--- src/rtl/adc_seq_pkg.sv ---
package adc_seq_pkg;

  localparam int DW     = 8;
  localparam int STEP_W = 3;

  localparam logic [7:0] OPC_IMM = 8'hA9;
  localparam logic [7:0] OPC_DIR = 8'hB9;
  localparam logic [7:0] OPC_EXT = 8'hC9;
  localparam logic [7:0] OPC_IX2 = 8'hD9;
  localparam logic [7:0] OPC_IX1 = 8'hE9;
  localparam logic [7:0] OPC_IX0 = 8'hF9;
  localparam logic [7:0] OPC_PFX = 8'h9E;

  typedef enum logic [3:0] {
    M_IMM, M_DIR, M_EXT, M_IX2, M_IX1, M_IX0, M_SP2, M_SP1, M_PFX, M_BAD
  } mode_e;

  typedef enum logic [1:0] {RD_NONE, RD_PC, RD_EA} rdsel_e;

  typedef enum logic [1:0] {S_PRIME, S_EXEC, S_HALT} state_e;

  typedef struct packed {
    rdsel_e      rd;
    logic [2:0]  pc_off;
    logic        lat_hi;
    logic        lat_lo;
    logic        last;
  } uop_t;

  typedef struct packed {
    logic [DW-1:0] res;
    logic          c;
    logic          v;
    logic          n;
    logic          z;
    logic          h;
  } alu_t;

  function automatic mode_e decode_main(logic [7:0] op);
    case (op)
      OPC_IMM: return M_IMM;
      OPC_DIR: return M_DIR;
      OPC_EXT: return M_EXT;
      OPC_IX2: return M_IX2;
      OPC_IX1: return M_IX1;
      OPC_IX0: return M_IX0;
      OPC_PFX: return M_PFX;
      default: return M_BAD;
    endcase
  endfunction

  function automatic mode_e decode_pfx(logic [7:0] op);
    case (op)
      OPC_IX2: return M_SP2;
      OPC_IX1: return M_SP1;
      default: return M_BAD;
    endcase
  endfunction

  function automatic logic [2:0] mode_len(mode_e m);
    case (m)
      M_IX0:                      return 3'd1;
      M_IMM, M_DIR, M_IX1:        return 3'd2;
      M_EXT, M_IX2, M_SP1:        return 3'd3;
      M_SP2:                      return 3'd4;
      default:                    return 3'd0;
    endcase
  endfunction

  function automatic logic [2:0] mode_cycles(mode_e m);
    case (m)
      M_IMM:                      return 3'd2;
      M_DIR, M_IX1, M_IX0:        return 3'd3;
      M_EXT, M_IX2, M_SP1:        return 3'd4;
      M_SP2:                      return 3'd5;
      default:                    return 3'd0;
    endcase
  endfunction

  function automatic alu_t adc8(logic [DW-1:0] a, logic [DW-1:0] m, logic cin);
    alu_t       r;
    logic [8:0] full;
    logic [4:0] nib;
    full  = {1'b0, a} + {1'b0, m} + {8'd0, cin};
    nib   = {1'b0, a[3:0]} + {1'b0, m[3:0]} + {4'd0, cin};
    r.res = full[7:0];
    r.c   = full[8];
    r.h   = nib[4];
    r.n   = full[7];
    r.z   = (full[7:0] == 8'h00);
    r.v   = (a[7] & m[7] & ~full[7]) | (~a[7] & ~m[7] & full[7]);
    return r;
  endfunction

endpackage

--- src/rtl/adc_seq_decode.sv ---
module adc_seq_decode
  import adc_seq_pkg::*;
(
  input  logic [STEP_W-1:0] step,
  input  mode_e             mode_q,
  input  logic [7:0]        rdata,
  output mode_e             eff_mode,
  output uop_t              uop
);

  function automatic uop_t plan(mode_e m, logic [STEP_W-1:0] s);
    uop_t u;
    u    = '0;
    u.rd = RD_NONE;
    case (m)
      M_IMM: begin
        if (s == 3'd0) begin u.rd = RD_PC; u.pc_off = 3'd1; end
      end
      M_DIR, M_IX1: begin
        case (s)
          3'd0: begin u.rd = RD_PC; u.pc_off = 3'd1; end
          3'd1: begin u.lat_lo = 1'b1; u.rd = RD_EA; end
          default: ;
        endcase
      end
      M_EXT, M_IX2: begin
        case (s)
          3'd0: begin u.rd = RD_PC; u.pc_off = 3'd1; end
          3'd1: begin u.lat_hi = 1'b1; u.rd = RD_PC; u.pc_off = 3'd2; end
          3'd2: begin u.lat_lo = 1'b1; u.rd = RD_EA; end
          default: ;
        endcase
      end
      M_IX0: begin
        if (s == 3'd1) u.rd = RD_EA;
      end
      M_PFX: begin
        if (s == 3'd0) begin u.rd = RD_PC; u.pc_off = 3'd1; end
      end
      M_SP2: begin
        case (s)
          3'd1: begin u.rd = RD_PC; u.pc_off = 3'd2; end
          3'd2: begin u.lat_hi = 1'b1; u.rd = RD_PC; u.pc_off = 3'd3; end
          3'd3: begin u.lat_lo = 1'b1; u.rd = RD_EA; end
          default: ;
        endcase
      end
      M_SP1: begin
        case (s)
          3'd1: begin u.rd = RD_PC; u.pc_off = 3'd2; end
          3'd2: begin u.lat_lo = 1'b1; u.rd = RD_EA; end
          default: ;
        endcase
      end
      default: ;
    endcase
    if (m != M_PFX && m != M_BAD && s == mode_cycles(m) - 3'd1) begin
      u.last   = 1'b1;
      u.rd     = RD_PC;
      u.pc_off = mode_len(m);
    end
    return u;
  endfunction

  always_comb begin
    if (step == '0)
      eff_mode = decode_main(rdata);
    else if (mode_q == M_PFX)
      eff_mode = decode_pfx(rdata);
    else
      eff_mode = mode_q;
    uop = plan(eff_mode, step);
  end

endmodule

--- src/rtl/adc_seq_agen.sv ---
module adc_seq_agen
  import adc_seq_pkg::*;
#(
  parameter int AW = 16
) (
  input  uop_t          uop,
  input  mode_e         mode,
  input  logic [AW-1:0] pc,
  input  logic [AW-1:0] hx,
  input  logic [AW-1:0] sp,
  input  logic [7:0]    hi,
  input  logic [7:0]    lo,
  output logic [AW-1:0] addr
);

  logic [AW-1:0] off_w;
  logic [AW-1:0] off_b;
  logic [AW-1:0] ea;

  always_comb begin
    off_w = AW'({hi, lo});
    off_b = AW'(lo);
    case (mode)
      M_DIR:   ea = off_b;
      M_EXT:   ea = off_w;
      M_IX2:   ea = hx + off_w;
      M_IX1:   ea = hx + off_b;
      M_IX0:   ea = hx;
      M_SP2:   ea = sp + off_w;
      M_SP1:   ea = sp + off_b;
      default: ea = '0;
    endcase
    addr = (uop.rd == RD_EA) ? ea : pc + AW'(uop.pc_off);
  end

endmodule

--- src/rtl/adc_seq_alu.sv ---
module adc_seq_alu
  import adc_seq_pkg::*;
(
  input  logic [DW-1:0] a,
  input  logic [DW-1:0] m,
  input  logic          cin,
  output alu_t          q
);

  always_comb q = adc8(a, m, cin);

endmodule

--- src/rtl/adc_seq.sv ---
module adc_seq
  import adc_seq_pkg::*;
#(
  parameter int AW = 16
) (
  input  logic          clk,
  input  logic          rst_n,
  input  logic [AW-1:0] init_pc,
  input  logic [AW-1:0] init_hx,
  input  logic [AW-1:0] init_sp,
  input  logic [7:0]    init_a,
  input  logic          init_c,
  output logic          mem_rd,
  output logic [AW-1:0] mem_addr,
  input  logic [7:0]    mem_rdata,
  output logic [7:0]    acc,
  output logic [AW-1:0] pc,
  output logic          flag_c,
  output logic          flag_v,
  output logic          flag_n,
  output logic          flag_z,
  output logic          flag_h,
  output logic          insn_done,
  output logic          illegal
);

  state_e              state;
  mode_e               mode_q;
  mode_e               eff_mode;
  uop_t                uop;
  alu_t                alu_q;
  logic [STEP_W-1:0]   step;
  logic [AW-1:0]       pc_q, hx_q, sp_q;
  logic [7:0]          a_q, hi_q, lo_q, lo_now;
  logic                c_q, v_q, n_q, z_q, h_q;
  logic                done_q, illegal_q;
  logic [AW-1:0]       agen_addr;

  // Named events for the checker
  logic                commit_evt;
  logic                halt_evt;

  adc_seq_decode u_dec (
    .step     (step),
    .mode_q   (mode_q),
    .rdata    (mem_rdata),
    .eff_mode (eff_mode),
    .uop      (uop)
  );

  assign lo_now = uop.lat_lo ? mem_rdata : lo_q;

  adc_seq_agen #(.AW(AW)) u_agen (
    .uop  (uop),
    .mode (eff_mode),
    .pc   (pc_q),
    .hx   (hx_q),
    .sp   (sp_q),
    .hi   (hi_q),
    .lo   (lo_now),
    .addr (agen_addr)
  );

  adc_seq_alu u_alu (
    .a   (a_q),
    .m   (mem_rdata),
    .cin (c_q),
    .q   (alu_q)
  );

  assign halt_evt   = (state == S_EXEC) && (eff_mode == M_BAD);
  assign commit_evt = (state == S_EXEC) && (eff_mode != M_BAD) && uop.last;

  assign mem_rd   = (state == S_PRIME) ||
                    ((state == S_EXEC) && (eff_mode != M_BAD) && (uop.rd != RD_NONE));
  assign mem_addr = (state == S_PRIME) ? pc_q : agen_addr;

  always_ff @(posedge clk) begin
    if (!rst_n) begin
      state     <= S_PRIME;
      mode_q    <= M_IMM;
      step      <= '0;
      pc_q      <= init_pc;
      hx_q      <= init_hx;
      sp_q      <= init_sp;
      a_q       <= init_a;
      c_q       <= init_c;
      v_q       <= 1'b0;
      n_q       <= 1'b0;
      z_q       <= 1'b0;
      h_q       <= 1'b0;
      hi_q      <= '0;
      lo_q      <= '0;
      done_q    <= 1'b0;
      illegal_q <= 1'b0;
    end else begin
      done_q <= 1'b0;
      case (state)
        S_PRIME: begin
          state <= S_EXEC;
          step  <= '0;
        end
        S_EXEC: begin
          if (halt_evt) begin
            state     <= S_HALT;
            illegal_q <= 1'b1;
          end else begin
            mode_q <= eff_mode;
            if (uop.lat_hi) hi_q <= mem_rdata;
            if (uop.lat_lo) lo_q <= mem_rdata;
            if (commit_evt) begin
              a_q    <= alu_q.res;
              c_q    <= alu_q.c;
              v_q    <= alu_q.v;
              n_q    <= alu_q.n;
              z_q    <= alu_q.z;
              h_q    <= alu_q.h;
              pc_q   <= pc_q + AW'(mode_len(eff_mode));
              step   <= '0;
              done_q <= 1'b1;
            end else begin
              step <= step + 1'b1;
            end
          end
        end
        default: ;
      endcase
    end
  end

  assign acc       = a_q;
  assign pc        = pc_q;
  assign flag_c    = c_q;
  assign flag_v    = v_q;
  assign flag_n    = n_q;
  assign flag_z    = z_q;
  assign flag_h    = h_q;
  assign insn_done = done_q;
  assign illegal   = illegal_q;

endmodule

--- config.mk ---
export PLATFORM = sky130hd
export DESIGN_NAME = adc_seq
export DESIGN_NICKNAME = d
export VERILOG_FILES = /design/src/rtl/adc_seq_pkg.sv /design/src/rtl/adc_seq_decode.sv /design/src/rtl/adc_seq_agen.sv /design/src/rtl/adc_seq_alu.sv /design/src/rtl/adc_seq.sv
export SDC_FILE = /design/constraint.sdc
export NUM_CORES = 1
export LEC_CHECK = 0
export BUFFER_PORTS_ARGS = -buffer_cell sky130_fd_sc_hd__clkbuf_2
export CAP_MARGIN = 20
export CORE_MARGIN = 2
export CORE_UTILIZATION = 60
export CTS_CLUSTER_SIZE = 20
export DETAILED_ROUTE_END_ITERATION = 8
export GPL_ROUTABILITY_DRIVEN = 0
export GPL_TIMING_DRIVEN = 0
export HOLD_SLACK_MARGIN = 0.02
export PLACE_DENSITY = 0.82
export SLEW_MARGIN = 25
export SYNTH_ARGS = -nofsm -noshare
export SYNTH_HDL_FRONTEND = slang
export SYNTH_SLANG_ARGS = --single-unit
--- constraint.sdc ---
create_clock -name clk -period 17.7 [get_ports clk]
set_input_delay 5.31 -clock clk [delete_from_list [all_inputs] [get_ports clk]]
set_output_delay 5.31 -clock clk [all_outputs]
set_load 0.1 [all_outputs]
# Word-level counts from Yosys, hierarchy flattened
# Memories as Yosys holds them, arrays and structs flattened.
# Cells that the tools add are included.
# op_classes
addsub	12
n_eq_ne	30
mux	52
bitwise	11
n_reduce_logical	27
# op_table
op	count
$pmux 16 s7	1
$mux 16	6
$eq 8x8->1 const B	7
$mux 8	5
$add 16x16->16	2
$add 16x3->16	2
$add 16x8->16	2
$pmux 2 s2	7
$pmux 4 s7	1
$mux 3	9
$eq 4x3->1 const B	4
$pmux 3 s5	1
$eq 4x4->1 const B	3
$mux 4	3
$pmux 2 s6	1
$mux 1	10
$reduce_or 2->1	5
$add 8x8->9	1
$add 9x1->9	1
$reduce_and 3->1	3
$eq 4x2->1 const B	2
$logic_not 8->1	1
$ne 4x4->1 const B	2
$pmux 4 s2	1
28 further kinds	52
# word_totals
mem_bits_ro	72
regBits	88
memories	3
# mem_list
memory	words	width	rd	rd_clocked_by_memory_dff	write_ports	line	source
(name not given)	8	3	1	0	0	adc_seq_pkg.sv:61	case (m)
(name not given)	8	3	1	0	0	adc_seq_pkg.sv:71	case (m)
(name not given)	8	3	1	0	0	adc_seq_pkg.sv:61	

# Depth between registers and ports, before layout
# Gate-level depths: netlist of the first run.
# An unclocked memory read counts as a cell.
# depth
word_depth	20
ltp_mapped	28
mapped_depth_nobuf	26

# Cells and area by module
# A second synthesis of the first run with hierarchy kept.
# unflattened
cells_unflattened	855
area_unflattened_um2	7911.3
# by_module_without_submodules
mod	n_inst	area_each_um2	cells_each
adc_seq	1	3905.0	310
adc_seq_agen	1	3014.1	413
adc_seq_decode	1	558.0	78
adc_seq_alu	1	434.2	54

# Least setup slack after synthesis of the first run
# No wires, ideal clock.
# synth_timing
path_type	input -> output
from	input mem_rdata[5]
to	output mem_addr[11]
arrival_ps	11521
n_path_buf	3
path_stages	25
required_ps	12390
path_slack_ps	869
cell_sequence	buf_2 > or2_1 > o22ai_1 > nand3_1 > o21ai_0 > inv_1 > ha_1 > clkbuf_1 > nand4b_1 > a21o_1 > o31a_1 > a31oi_1 > o31ai_2 > buf_6 > nor2_1 > a21oi_1 > inv_1 > ha_1 > a21oi_1 > maj3_2 > o31ai_1 > a21boi_1 > o31a_1 > o31a_1 > a21oi_1
# synth_via
word_cells_on_any_way	48
classes_between	add/sub: 6; eq/ne: 19; mux: 14; reduce/logical: 7; memory: 2
# synth_lines
item	line	source
start, declared	adc_seq.sv:15	input logic [7:0] mem_rdata,
$eq 8x8->1	adc_seq_pkg.sv:40, adc_seq_pkg.sv:53	
$pmux 4 s2	adc_seq_pkg.sv:53	case (op)
$mux 4	adc_seq_decode.sv:68	else if (mode_q == M_PFX)
$mux 4 (*)	adc_seq_decode.sv:66	if (step == '0)
named net eff_mode[0]	adc_seq.sv:29	mode_e eff_mode;
$eq 4x2->1, or another cell as far along	adc_seq_decode.sv:15	case (m)
$reduce_or 3->1 (no line) / $reduce_or 2->1 (equally long branches)	--	
$pmux 1 s3 (*)	adc_seq_decode.sv:15	
$mux 8 (*)	--	
named net lo_now[1]	adc_seq.sv:34	logic [7:0] a_q, hi_q, lo_q, lo_now;
$add 16x8->16, or another cell as far along	adc_seq_agen.sv:30	M_SP1: ea = sp + off_b;
$pmux 16 s7 (*)	adc_seq_agen.sv:23	case (mode)
$mux 16 (*)	adc_seq_agen.sv:33	addr = (uop.rd == RD_EA) ? ea : pc + AW'(uop.pc_off);
$mux 16 (*)	adc_seq.sv:76	assign mem_addr = (state == S_PRIME) ? pc_q : agen_addr;
end, declared	adc_seq.sv:14	output logic [AW-1:0] mem_addr,
# Mark *: on every way through the listed nets, which the timed path passes. The rest lies on a longest branch.

# Worst setup path after layout of the first run
# layout_timing
from	input mem_rdata[5]
to	output mem_addr[7]
# layout_via
elab_chain_cells	13
word_cells_on_any_way	48
classes_between	add/sub: 6; eq/ne: 19; mux: 14; reduce/logical: 7; memory: 2
# layout_lines
item	line	source
$eq 8x8->1	adc_seq_pkg.sv:40, adc_seq_pkg.sv:53	
$pmux 4 s2	adc_seq_pkg.sv:53	
$mux 4	adc_seq_decode.sv:68	
$mux 4 (*)	adc_seq_decode.sv:66	
named net eff_mode[0]	adc_seq.sv:29	
$mem_v2 8x3	--	
$mux 3	adc_seq_pkg.sv:71	
$sub 3x1->3	adc_seq_decode.sv:57	if (m != M_PFX && m != M_BAD && s == mode_cycles(m) - 3'd1) begin
$eq 3x3->1	adc_seq_decode.sv:57	
$logic_and 1x1->1	adc_seq_decode.sv:57	
$mux 5	adc_seq_decode.sv:57	
$add 16x3->16 / $eq 2x2->1 (equally long branches)	adc_seq_agen.sv:33	
$mux 16 (*)	adc_seq_agen.sv:33	
$mux 16 (*)	adc_seq.sv:76	
# Marks and branches as above.

==> run_results.csv, run 1 <==
group,metric,value,unit
routing,avgRoutedWirePerCell,19.27,um
critical_path,slowest_stage,"clkbuf_1",
yosys,ys_ff_latch,88,
global_routing,grt_max_degree,26,
global_routing,grtUsageTotal,0.3379,
floorplan,start_util,0.6182,
timing,drv_slew,0,
routing,wl,22.47,mm
clock_tree,cts_tree,"yes",
timing,hold_viol,0,
routing,drtAntennaViolNets,0,
critical_path,critPathRequiredTime,12.39,ns
yosys,ys.flop_type,"edfxtp_1",
outcome,status,"finished clean",
yosys,synth_edf_count,57,
floorplan,rows,40,
timing,setup_viol,0,
layout,final_cell_mix,"clkbuf_2 (114), nor2_1 (81), a21oi_1 (77), nand2_1 (72), edfxtp_1 (57)",
clock_tree,cts.sinks,88,
critical_path,r2r_setup_slack,11.98,ns
critical_path,max_stage_delay,0.70,ns
layout,n_antenna_cell,0,
clock_tree,cts_resized,0,
clock_tree,cts_buffers,9,
power_and_ir_drop,p_total,0.6680,mW
routing,vias,7421,
timing,fmax,0.05759,GHz
critical_path,critPathLaunchType,"input pin",
clock_tree,h-tree-depth,3,
yosys,avgSynthCellArea,8.590,um^2
timing,tightest_slew,0.8325,ns
yosys,syn_inst,868,
clock_tree,ctsHoldBuffers,0,
global_routing,antenna_found_initial,0,
place,dpl.hpwl,16.89,mm
global_routing,grt_overflow_total,0,
clock_tree,cts_setup_buffers,0,
clock_tree,path_clk_slew,0.07,ns
floorplan,ios,115,
flow_run,cap_violations,0,
timing,slew-limit-headroom,0.4450,
floorplan,die-area,13330,um^2
critical_path,timing.critical_path.cells,"clkbuf_2, buf_2, or2_1, o22ai_1, nand3_1, o21ai_0, inv_1, ha_1, o211ai_1, clkbuf_1, clkbuf_1, mux2_2, ha_1, a21oi_1, maj3_2, o31ai_1, a31o_2, xnor2_1, a221oi_1, o22ai_1, clkbuf_2",
layout,num-nets-final,1110,
yosys,synth_cell_types,78,
power_and_ir_drop,ir_worst_vdd,0.00006726,V
timing,fin_tns_setup,0,ns
power_and_ir_drop,p_leak,3.634,nW
yosys,yosys_warnings,0,
hold_path,hp-class,"register to register",
critical_path,critPathKind,"input pin to output port",
critical_path,cp_max_fo,10,
place,io_buffers,113,
global_routing,first_global_vias,6760,
critical_path,path_delay_family,"compound AO/OA/AOI/OAI gates",
floorplan,die_w,115.5,um
critical_path,critPathBufInv,6,
hold_path,holdPathStages,2,
yosys,syn_area,7456,um^2
layout,final_common_cell,"clkbuf_2",
layout,area_growth,15.27,%
clock_tree,clk_latency,0.36,ns
timing,timing.final.crit_share,0.9811,
timing,fin_skew,0.006848,ns
critical_path,worstRegToRegCells,19,
yosys,synthesis.nets,985,
floorplan,die_h,115.5,um
clock_tree,cts_root_buffer,"clkbuf_16",
critical_path,worst-endpoint-arrival,12.05,ns
layout,drive_above_1_share,0.1844,
routing,drtIter0Drc,851,
global_routing,grt_pass1_wl,34.66,mm
yosys,ys_seq_area_frac,0.3128,
timing,grt_setup_unrepaired,"no",
routing,first_pass_iters,7,
clock_tree,cts_buffer_depth,2,
critical_path,path_depth,21,
timing,final.min_clock_period,17.36,ns
critical_path,critPathCaptureType,"output port",
floorplan,core_area,12060,um^2
routing,drc,0,
routing,avgViaCountPerCell,6.364,
yosys,async_reset_ff_frac,0,
power_and_ir_drop,powerDensity,77.73,nW/um^2
## state kept, by name, summed over array words and instances (netlist names)
name	count
pc	16
hx_q	16
insn_done	1
state	2
mode_q	4
flag_v	1
acc	8
hi_q	8
flag_z	1
flag_n	1
sp_q	16
flag_h	1
flag_c	1
step	3
lo_q	8
illegal	1
## layout make-up
class / instances / area [um^2]
inverters: 46 / 172.7
clock inverters: 7 / 101.3
multi-input cells: 689 / 4778
well taps: 168 / 210.2
repair buffers: 114 / 593.1
plain buffers: 45 / 181.4
clock buffers: 9 / 225.2
fillers: 976 / 3467
flip-flops and latches: 88 / 2332
## per-stage QoR
step / instances / hold WS, ns / cell area (um^2) / setup WS (ns) / util
2_1_floorplan: 868 / 0.4715 / 7456 / 0.8688 / -
3_3_place_gp: 1149 / 0.4752 / 8232 / 0.6183 / 0.6825
3_5_place_dp: 1150 / 0.4817 / 8265 / 0.5881 / 0.6853
4_1_cts: 1166 / 0.4991 / 8592 / 0.5223 / 0.7123
5_1_grt: 1166 / 0.5216 / 8594 / 0.03759 / 0.7126
6_report: 1166 / 0.4972 / 8594 / 0.3351 / 0.7126
## worst paths after layout
path | end | start
worst max-delay path | mem_addr[7] | mem_rdata[5]
worst min-delay path | flag_z$_SDFFE_PN0P_ | flag_z$_SDFFE_PN0P_
worst max register to register | pc[15]$_DFFE_PP_ | step[0]$_SDFFE_PN0P_
worst min register to register | flag_z$_SDFFE_PN0P_ | flag_z$_SDFFE_PN0P_
## power by group
part | total, mW | switching [mW] | internal, mW
logic | 0.205 | 0.149 | 0.0556
registers | 0.248 | 0.0128 | 0.235
clock network | 0.215 | 0.0900 | 0.125
## routing by layer
layer  vias up  track usage  wire, um
met5         -            0         0
met4         0       0.1261       670
met3        69      0.09205      2599
met2       449       0.5275     10070
met1      3443       0.4505      9130
li1       3460            -         -
## tightest hold or removal path: cells and delay by family (launching register included)
kind	cells	cell delay, ns
flops	1	0.33
simple gates	1	0.07
compound gates	1	0.06
## synth_stat cells, types with 6 or more instances
cell	count	area share
nand2b_1	11	0.0092
nor2b_1	12	0.010
and2_1	7	0.0059
xor2_1	14	0.016
xnor2_1	35	0.041
a21oi_1	77	0.052
nand3_1	25	0.017
edfxtp_1	57	0.23
o31ai_1	6	0.0060
nor2_1	81	0.041
fa_1	6	0.016
or2_2	10	0.0084
a31oi_1	14	0.012
a21o_1	13	0.013
and3_1	7	0.0059
a211oi_1	11	0.011
ha_1	44	0.074
or3_1	8	0.0067
mux2i_1	30	0.040
nor3_1	19	0.013
nand2_1	73	0.037
a221oi_1	6	0.0070
clkbuf_1	39	0.020
nor4_1	8	0.0067
o21ai_1	6	0.0040
o21ai_0	35	0.023
dfxtp_1	31	0.083
o22ai_1	9	0.0076
o211ai_1	6	0.0060
inv_1	45	0.023
mux2_2	23	0.035
## kinds of logic after synthesis
family / share of synthesized area
simple gates: 0.1920
compound gates: 0.2192
buf+inv: 0.04732
flops: 0.3128
mux: 0.07837
fa+ha+maj: 0.09280
xor+xnor: 0.05756
Note: power is estimated with default switching activity, not from simulation.
==> run 2, diff against run 1 <==
--- a/config.mk
+++ b/config.mk
@@ -8,13 +8,14 @@
 export BUFFER_PORTS_ARGS = -buffer_cell sky130_fd_sc_hd__clkbuf_2
 export CAP_MARGIN = 20
 export CORE_MARGIN = 2
-export CORE_UTILIZATION = 60
+export CORE_UTILIZATION = 63
+export CTS_CLUSTER_DIAMETER = 150
 export CTS_CLUSTER_SIZE = 20
 export DETAILED_ROUTE_END_ITERATION = 8
 export GPL_ROUTABILITY_DRIVEN = 0
 export GPL_TIMING_DRIVEN = 0
 export HOLD_SLACK_MARGIN = 0.02
-export PLACE_DENSITY = 0.82
+export PLACE_DENSITY = 0.85
 export SLEW_MARGIN = 25
 export SYNTH_ARGS = -nofsm -noshare
 export SYNTH_HDL_FRONTEND = slang
==> run 2 against run 1 <==
  * Utilization increased by 3.2 points
  * Sequential share of layout area up 0.17 points
  * Clock skew is essentially flat
  * Combinational power hardly changed
  * Clock power shrank 8%
  * Sequential cell count unchanged
==> run_results.csv, run 2 (synthesis gave the netlist of run 1 again) <==
group,metric,value,unit
floorplan,ios,115,
critical_path,crit_top_cell,"inv_1",
timing,setup_viol,0,
layout,finalNonFillerCells,1141,
power_and_ir_drop,p_total,0.6503,mW
global_routing,first_global_vias,7050,
layout,register_area,2332,um^2
global_routing,grt_overflow_total,0,
routing,avgRoutedWirePerCell,19.42,um
place,dpl.hpwl,16.71,mm
clock_tree,ctsHoldBuffers,0,
floorplan,rows,39,
place,dp.cells,1125,
critical_path,max_stage_delay,0.53,ns
routing,drtIter0Drc,817,
critical_path,critPathRequiredTime,12.39,ns
critical_path,slowest_stage,"o21ai_0",
global_routing,grtUsageTotal,0.3517,
layout,final_common_cell,"clkbuf_2",
timing,fin_tns_setup,0,ns
floorplan,die_h,112.8,um
power_and_ir_drop,ir_worst_vdd,0.0001004,V
timing,grt_setup_unrepaired,"no",
routing,wl,22.15,mm
floorplan,start_util,0.6502,
routing,avgViaCountPerCell,6.479,
layout,drive_above_1_share,0.1834,
global_routing,grt_pass1_wl,35.47,mm
layout,area_growth,14.55,%
power_and_ir_drop,p_leak,3.625,nW
global_routing,antenna_found_initial,0,
clock_tree,cts_setup_buffers,0,
timing,timing.final.crit_share,0.9784,
power_and_ir_drop,powerDensity,76.14,nW/um^2
hold_path,hp-class,"register to register",
clock_tree,cts_root_buffer,"clkbuf_16",
timing,drv_slew,0,
critical_path,critPathCaptureType,"output port",
routing,drc,0,
clock_tree,cts_buffers,9,
timing,slew-limit-headroom,0.3066,
clock_tree,cts_buffer_depth,2,
layout,multi_input_area,4776,um^2
critical_path,cp_max_fo,10,
flow_run,cap_violations,0,
clock_tree,path_clk_slew,0.07,ns
critical_path,critPathLaunchType,"input pin",
routing,drtAntennaViolNets,0,
layout,num-nets-final,1110,
critical_path,critPathKind,"input pin to output port",
routing,vias,7392,
clock_tree,cts.sinks,88,
layout,final_cell_mix,"clkbuf_2 (114), nor2_1 (81), a21oi_1 (77), nand2_1 (73), edfxtp_1 (57)",
clock_tree,cts_tree,"yes",
clock_tree,h-tree-depth,3,
critical_path,worst-endpoint-arrival,12.01,ns
timing,final.min_clock_period,17.32,ns
routing,first_pass_iters,6,
global_routing,grt_max_degree,26,
floorplan,core_area,11470,um^2
layout,n_antenna_cell,0,
clock_tree,clk_latency,0.36,ns
floorplan,die-area,12720,um^2
timing,tightest_slew,1.038,ns
timing,fmax,0.05775,GHz
place,io_buffers,113,
clock_tree,cts_resized,0,
timing,fin_skew,0.007260,ns
outcome,status,"finished clean",
floorplan,die_w,112.8,um
layout,nFillCells,854,
timing,hold_viol,0,
## run 2: worst paths after layout
path / start / endpoint / slack, ns / cells after the start
worst max-delay path: mem_rdata[5] / mem_addr[14] / 0.38 / 27
worst min-delay path: illegal$_SDFFE_PN0P_ / illegal$_SDFFE_PN0P_ / 0.47 / 1
worst max register to register: step[0]$_SDFFE_PN0P_ / pc[15]$_DFFE_PP_ / 12.15 / 19
worst min register to register: illegal$_SDFFE_PN0P_ / illegal$_SDFFE_PN0P_ / 0.47 / 1
## run 2: where the power goes
part           switching (mW)  internal (mW)
Clock                  0.0912          0.107
Sequential             0.0125          0.235
Combinational           0.149         0.0555
## run 2: metrics by stage
stage	setup slack, ns	instance area [um^2]	utilization	hold WS [ns]
CTS	0.5373	8541	0.7448	0.4742
detailed placement	0.5717	8234	0.7181	0.4570
global placement	0.6286	8200	0.7151	0.4466
finish	0.3825	8541	0.7448	0.4744
global route	0.05032	8541	0.7448	0.5039
floorplan	0.8688	7456	-	0.4715
## run 2: metal layers
metal	up-vias	share of wire	global-route usage
met1	3417	0.40	0.4613
met3	66	0.12	0.1002
met4	0	0.030	0.1268
li1	3465	-	-
met5	-	0	0
met2	444	0.45	0.5581
## run 2: layout make-up
type | count | area share
buffer | 45 | 0.02124
multi-input combinational | 689 | 0.5592
inverter | 46 | 0.02022
clock buffer | 10 | 0.02930
sequential | 88 | 0.2731
timing repair buffer | 114 | 0.06944
clock inverter | 6 | 0.006592
tap | 143 | 0.02095
## run 2: worst max-delay path, delay by kind of cell
kind,cells,cell delay (ns)
adder cells (fa/ha/maj),2,0.59
multiplexers,1,0.52
AND/OR/NAND/NOR,4,0.65
buffers and inverters,8,1.73
AO/OA/AOI/OAI,12,3.16
